--- src/rtl/intr_bid_pkg.sv ---
package intr_bid_pkg;
  localparam int BIDW = 8;
  localparam int PRW  = 3;
  localparam int CHW  = 2;
  typedef logic [BIDW-1:0] bid_t;

  localparam logic [1:0] TY_RX  = 2'b11;
  localparam logic [1:0] TY_TX  = 2'b10;
  localparam logic [2:0] TY_BRK = 3'b100;
  localparam logic [2:0] TY_COS = 3'b001;
  localparam logic [2:0] TY_CT  = 3'b101;

  // Saturate a 0..15 count into three bits (eight and above read as 7).
  function automatic logic [2:0] sat3(input logic [3:0] n);
    return (n > 4'd7) ? 3'd7 : n[2:0];
  endfunction
endpackage

--- src/rtl/intr_bid_former.sv ---
module intr_bid_former
  import intr_bid_pkg::*;
#(
  parameter int NCH   = 4,
  parameter int NCT   = 2,
  parameter int FILLW = 4,
  localparam int NSRC = 4*NCH + NCT
) (
  input  logic [NSRC-1:0]      src_mask,
  input  logic [NCH*FILLW-1:0] rx_fill,
  input  logic [NCH-1:0]       rx_err,
  input  logic [NCH*2-1:0]     rx_lvl,
  input  logic [NCH*FILLW-1:0] tx_free,
  input  logic [NCH*2-1:0]     tx_lvl,
  input  logic [NCH-1:0]       brk_flag,
  input  logic [NCH*PRW-1:0]   brk_prio,
  input  logic [NCH-1:0]       cos_flag,
  input  logic [NCH*PRW-1:0]   cos_prio,
  input  logic [NCT-1:0]       ct_flag,
  input  logic [NCT*PRW-1:0]   ct_prio,
  output logic [NSRC*BIDW-1:0] bids,
  output logic [NSRC-1:0]      req
);
  for (genvar c = 0; c < NCH; c++) begin : g_ch
    localparam logic [CHW-1:0] CH = CHW'(c);
    logic [FILLW-1:0] rf, tf;
    logic             rx_ok, tx_ok;
    assign rf = rx_fill[c*FILLW +: FILLW];
    assign tf = tx_free[c*FILLW +: FILLW];

    always_comb begin
      unique case (rx_lvl[c*2 +: 2])
        2'b00:   rx_ok = rf >= FILLW'(1);
        2'b01:   rx_ok = rf >= FILLW'(3);
        2'b10:   rx_ok = rf >= FILLW'(6);
        default: rx_ok = rf >= FILLW'(8);
      endcase
      unique case (tx_lvl[c*2 +: 2])
        2'b00:   tx_ok = tf >= FILLW'(8);
        2'b01:   tx_ok = tf >= FILLW'(4);
        2'b10:   tx_ok = tf >= FILLW'(6);
        default: tx_ok = tf >= FILLW'(1);
      endcase
    end

    assign bids[c*BIDW +: BIDW]         = {sat3(4'(rf)), rx_err[c], TY_RX, CH};
    assign req[c]                        = src_mask[c] & rx_ok;
    assign bids[(NCH+c)*BIDW +: BIDW]   = {1'b0, sat3(4'(tf)), TY_TX, CH};
    assign req[NCH+c]                    = src_mask[NCH+c] & tx_ok;
    assign bids[(2*NCH+c)*BIDW +: BIDW] = {brk_prio[c*PRW +: PRW], TY_BRK, CH};
    assign req[2*NCH+c]                  = src_mask[2*NCH+c] & brk_flag[c];
    assign bids[(3*NCH+c)*BIDW +: BIDW] = {cos_prio[c*PRW +: PRW], TY_COS, CH};
    assign req[3*NCH+c]                  = src_mask[3*NCH+c] & cos_flag[c];
  end

  for (genvar k = 0; k < NCT; k++) begin : g_ct
    localparam logic [CHW-1:0] CTCH = CHW'(2*k + 1);
    assign bids[(4*NCH+k)*BIDW +: BIDW] = {ct_prio[k*PRW +: PRW], TY_CT, CTCH};
    assign req[4*NCH+k]                  = src_mask[4*NCH+k] & ct_flag[k];
  end
endmodule

--- src/rtl/intr_bid_pick.sv ---
module intr_bid_pick
  import intr_bid_pkg::*;
#(
  parameter int NSRC = 18
) (
  input  logic                 clk,
  input  logic                 rst,
  input  logic                 eval,
  input  logic [NSRC*BIDW-1:0] bids,
  input  logic [NSRC-1:0]      req,
  output bid_t                 win,
  output logic                 win_v
);
  bid_t best;
  logic best_v;

  always_comb begin
    best   = '0;
    best_v = 1'b0;
    for (int i = 0; i < NSRC; i++) begin
      if (req[i] && (!best_v || bids[i*BIDW +: BIDW] > best)) begin
        best   = bids[i*BIDW +: BIDW];
        best_v = 1'b1;
      end
    end
  end

  always_ff @(posedge clk) begin
    if (rst) begin
      win   <= '0;
      win_v <= 1'b0;
    end else if (eval) begin
      win   <= best;
      win_v <= best_v;
    end
  end
endmodule

--- src/rtl/intr_bid_vec.sv ---
module intr_bid_vec
  import intr_bid_pkg::*;
(
  input  logic       clk,
  input  logic       rst,
  input  logic       iack,
  input  logic       upd,
  input  bid_t       win,
  input  logic       win_v,
  input  logic [7:0] vec_base,
  input  logic [1:0] vec_mode,
  output logic [7:0] cir,
  output logic [7:0] vec_out,
  output logic       vec_drive,
  output logic       dack
);
  bid_t cur;
  assign cur = win_v ? win : 8'hFF;

  always_ff @(posedge clk) begin
    if (rst) begin
      cir       <= 8'hFF;
      vec_out   <= 8'h00;
      vec_drive <= 1'b0;
      dack      <= 1'b0;
    end else begin
      dack      <= iack;
      vec_drive <= iack && (vec_mode != 2'b11);
      if (iack || upd) cir <= cur;
      if (iack) begin
        unique case (vec_mode)
          2'b00:   vec_out <= vec_base;
          2'b01:   vec_out <= {vec_base[7:2], cur[1:0]};
          2'b10:   vec_out <= {vec_base[7:5], cur[4:0]};
          default: vec_out <= vec_out;
        endcase
      end
    end
  end
endmodule

--- src/rtl/intr_bid_arb.sv ---
module intr_bid_arb
  import intr_bid_pkg::*;
#(
  parameter int NCH   = 4,
  parameter int NCT   = 2,
  parameter int FILLW = 4,
  localparam int NSRC = 4*NCH + NCT
) (
  input  logic                 clk,
  input  logic                 rst,
  input  logic                 eval_en,
  input  logic [NSRC-1:0]      src_mask,
  input  logic [NCH*FILLW-1:0] rx_fill,
  input  logic [NCH-1:0]       rx_err,
  input  logic [NCH*2-1:0]     rx_lvl,
  input  logic [NCH*FILLW-1:0] tx_free,
  input  logic [NCH*2-1:0]     tx_lvl,
  input  logic [NCH-1:0]       brk_flag,
  input  logic [NCH*PRW-1:0]   brk_prio,
  input  logic [NCH-1:0]       cos_flag,
  input  logic [NCH*PRW-1:0]   cos_prio,
  input  logic [NCT-1:0]       ct_flag,
  input  logic [NCT*PRW-1:0]   ct_prio,
  input  logic [7:0]           thresh,
  input  logic [7:0]           vec_base,
  input  logic [1:0]           vec_mode,
  input  logic                 iack,
  input  logic                 upd,
  output logic                 irq_n,
  output logic [7:0]           cir,
  output logic [7:0]           vec_out,
  output logic                 vec_drive,
  output logic                 dack
);
  logic [NSRC*BIDW-1:0] bids;
  logic [NSRC-1:0]      req;
  bid_t                 win;
  logic                 win_v;
  logic                 eval;

  assign eval = eval_en & ~iack & ~upd;

  intr_bid_former #(.NCH(NCH), .NCT(NCT), .FILLW(FILLW)) u_form (
    .src_mask(src_mask), .rx_fill(rx_fill), .rx_err(rx_err), .rx_lvl(rx_lvl),
    .tx_free(tx_free), .tx_lvl(tx_lvl), .brk_flag(brk_flag), .brk_prio(brk_prio),
    .cos_flag(cos_flag), .cos_prio(cos_prio), .ct_flag(ct_flag), .ct_prio(ct_prio),
    .bids(bids), .req(req)
  );

  intr_bid_pick #(.NSRC(NSRC)) u_pick (
    .clk(clk), .rst(rst), .eval(eval), .bids(bids), .req(req),
    .win(win), .win_v(win_v)
  );

  intr_bid_vec u_vec (
    .clk(clk), .rst(rst), .iack(iack), .upd(upd), .win(win), .win_v(win_v),
    .vec_base(vec_base), .vec_mode(vec_mode), .cir(cir), .vec_out(vec_out),
    .vec_drive(vec_drive), .dack(dack)
  );

  always_ff @(posedge clk) begin
    if (rst) irq_n <= 1'b1;
    else     irq_n <= ~(win_v && (win > thresh));
  end
endmodule

--- config.mk ---
export PLATFORM = sky130hd
export DESIGN_NAME = intr_bid_arb
export DESIGN_NICKNAME = d
export VERILOG_FILES = /design/src/rtl/intr_bid_pkg.sv /design/src/rtl/intr_bid_former.sv /design/src/rtl/intr_bid_pick.sv /design/src/rtl/intr_bid_vec.sv /design/src/rtl/intr_bid_arb.sv
export SDC_FILE = /design/constraint.sdc
export NUM_CORES = 1
export LEC_CHECK = 0
export BUFFER_PORTS_ARGS = -buffer_cell sky130_fd_sc_hd__buf_4
export CAP_MARGIN = 0
export CORE_ASPECT_RATIO = 0.9
export CORE_MARGIN = 3
export CORE_UTILIZATION = 30
export CTS_BUF_LIST = sky130_fd_sc_hd__clkbuf_8 sky130_fd_sc_hd__clkbuf_16
export DETAILED_ROUTE_END_ITERATION = 8
export GPL_TIMING_DRIVEN = 0
export PLACE_DENSITY_LB_ADDON = 0.05
export SYNTH_ARGS = -nofsm -noshare
export SYNTH_HDL_FRONTEND = slang
export SYNTH_SLANG_ARGS = --single-unit
--- constraint.sdc ---
create_clock -name clk -period 86.3 [get_ports clk]
set_input_delay 4.315 -clock clk [delete_from_list [all_inputs] [get_ports clk]]
set_output_delay 4.315 -clock clk [all_outputs]
set_load 0.005 [all_outputs]
==> metrics.txt <==
status=finished clean; Worst EP arrival=34.89 ns; first-pass GRT wire length=26.3 mm; Max Fclk=roughly 0.029 GHz; worst-path fanout max=10; number of synthesized flops with an enable pin=0; worst skew pair latency=0.26 ns; most numerous cell in the Yosys netlist=ha_1; DP Area=0.00628 sq mm; Post-CTS Hold Fix Bufs=0; post_cts resized=0; GRT Overall Usage=0.171; Final Skew=0.00368 ns; kind of critical path=in -> reg; DR vias/cell=5.36; Mapped Area=0.00489 sq mm; maximum VDD drop=a little under 0.000008 V; max-capacitance violation count=0; share of the synthesized area in the top cell type=0.153; Final setup violation count=0; Post-Syn Nets=857; Root Driver=clkbuf_16; Synth top cells by count=ha_1 (60), inv_1 (56), nor2_1 (56), nand2_1 (49), o21ai_0 (46); die width=about 140 microns; Min-Delay Path Class=reg -> reg; fin crit period=34.74 ns; clock sink total=28; number of synthesized register bits=28; sequential share of the synthesized area=0.115; area leader, netlist=ha_1; routability cong.=0.828; CP Capture Type=flip-flop; H-tree levels=1; most used flip-flop cell after synthesis=dfxtp_1; vias in the first global route=around 5400; Post-Syn Instances=664; total CTS buffers=3; Worst path most repeated cell=ha_1; Buffers on Ports=151; largest cells by area after synthesis=ha_1 (15%), dfxtp_1 (11%), o21ai_0 (4.7%); total I/O pin count=152; largest net degree at the start of global routing=16; Worst-path clk slew=~0.070 ns; core area=about 0.016 sq mm; Placement Setup Slack=51.57 ns; multi-input logic area=approximately 0.0040 sq mm; Crit path required time=86.44 ns; # rows=43; initial antenna violation count=0; final instance area=0.00637 sq mm; synth unique cells=79; Area Overhead vs Synth=30.2%; Final Util=0.405; postcts setup bufs=0; dpl hpwl=~14 mm; CTS tree=done; wire length per cell=between 15 and 20 microns; sequential cell area=561 sq um; Critical-path top delay cell=a41oi_1; DIE AREA=0.0179 sq mm; layout cells sized above 1=0.255; synth warn=0; Routed Antenna Nets=0; Fin Setup TNS=0 ns; slowest stage delay, CP=0.70 ns; global route total overflow=0; Tcrit/Tclk final=0.403; Static Leak=0.00306 uW; final hold slack=between 0.4 and 0.5 ns; DRC=0; PwrDens=22.0 mW/mm^2; Hold Fails Final Rpt=0; drt total wl=16.1 mm; Least-Margin Pin Slew=approximately 0.9 ns; CTS max path bufs=2; initial DRC count=roughly 310; First-pass DRT Iterations=5; startpoint types=input port; Max transition margin=0.398; max-slew violation count=0; antenna diode count=0; # nets final=between 1000 and 1500; Mean Syn Cell Area=7.37 sq um; RSZ-0062 raised after global routing=false; DIE HEIGHT=127 microns; Initial Util=0.311; Layout fillers=about 1700; via count=5470; worst setup margin=51.56 ns; Synth async-reset ratio=0
[power breakdown]
part	leakage [uW]	switching [uW]	internal, uW
Clock	0.0000442	4.50	7.11
Combinational	0.00279	63.6	50.3
Sequential	0.000230	0.765	13.8
[cells in the final DEF, fill, tap and decap left out, types with 13 or more instances in the layout]
| cell | count |
|---|---|
| buf_4 | 152 |
| or2_2 | 13 |
| nand3_1 | 27 |
| ha_1 | 60 |
| nor3_1 | 18 |
| inv_1 | 56 |
| mux2_2 | 13 |
| dfxtp_1 | 28 |
| a31oi_1 | 18 |
| a21o_1 | 25 |
| a21oi_1 | 41 |
| o21ai_0 | 46 |
| nor2b_1 | 15 |
| nand2_1 | 49 |
| nor2_1 | 56 |
| o211ai_1 | 16 |
[sequential cells by signal, indices dropped and copies added, names as in the netlist]
name / flops
irq_n: 1
u_pick.win: 8
u_pick.win_v: 1
u_vec.cir: 8
u_vec.dack: 1
u_vec.vec_drive: 1
u_vec.vec_out: 8
[per-layer routing]
layer  share of wire  routed length [microns]  track usage  up-vias
met1            0.52                     8340        0.256     2511
met2            0.43                     6850        0.273      133
met4           0.010                      160       0.0268        0
met5               0                        0            0        -
met3           0.043                      698       0.0127       14
li1                -                        -            -     2812
[worst max-delay path: cells and delay by family]
kind | cells | cell delay (ns)
buffers and inverters | 9 | 1.19
AND/OR/NAND/NOR | 31 | 4.98
AO/OA/AOI/OAI | 76 | 17.18
adder cells (fa/ha/maj) | 17 | 4.64
multiplexers | 7 | 2.50
[worst paths after layout]
| kind | startpoint | endpoint | slack, ns | cells past startpoint |
|---|---|---|---|---|
| setup / recovery | rx_fill[1] | u_pick.win[6]$_SDFFE_PP0P_ | 51.56 | 140 |
| hold / removal | u_pick.win_v$_SDFFE_PP0P_ | irq_n$_SDFF_PP1_ | 0.46 | 1 |
| setup reg to reg | u_pick.win[1]$_SDFFE_PP0P_ | irq_n$_SDFF_PP1_ | 84.72 | 8 |
| hold reg to reg | u_pick.win_v$_SDFFE_PP0P_ | irq_n$_SDFF_PP1_ | 0.46 | 1 |
[final cells by class]
cell class                      instances  share of cell area
Clock buffer                            4              0.0140
Buffer                                 15              0.0134
Timing Repair Buffer                  151               0.178
Sequential cell                        28              0.0880
Tap cell                              202              0.0397
Inverter                               56              0.0330
Multi-Input combinational cell        565               0.634
[cells by family (layout without fill, tap and decap cells)]
group                      after synthesis  after routing  share of synthesized area
buffers and inverters                   71            226                     0.0604
adders and majority gates               62             62                      0.158
DFF                                     28             28                      0.115
muxes                                   25             25                     0.0563
AOI/OAI and AO/OA                      247            247                      0.373
and+or+nand+nor                        231            231                      0.238
[through the flow]
stage / power (uW) / instances
finish: 140 / 1021
global route: 157 / 1021
CTS: 141 / 1021
detailed placement: 129 / 1017
global placement: 127 / 1017
floorplan: 99.7 / 664
Note: power is estimated with default switching activity, not from simulation.
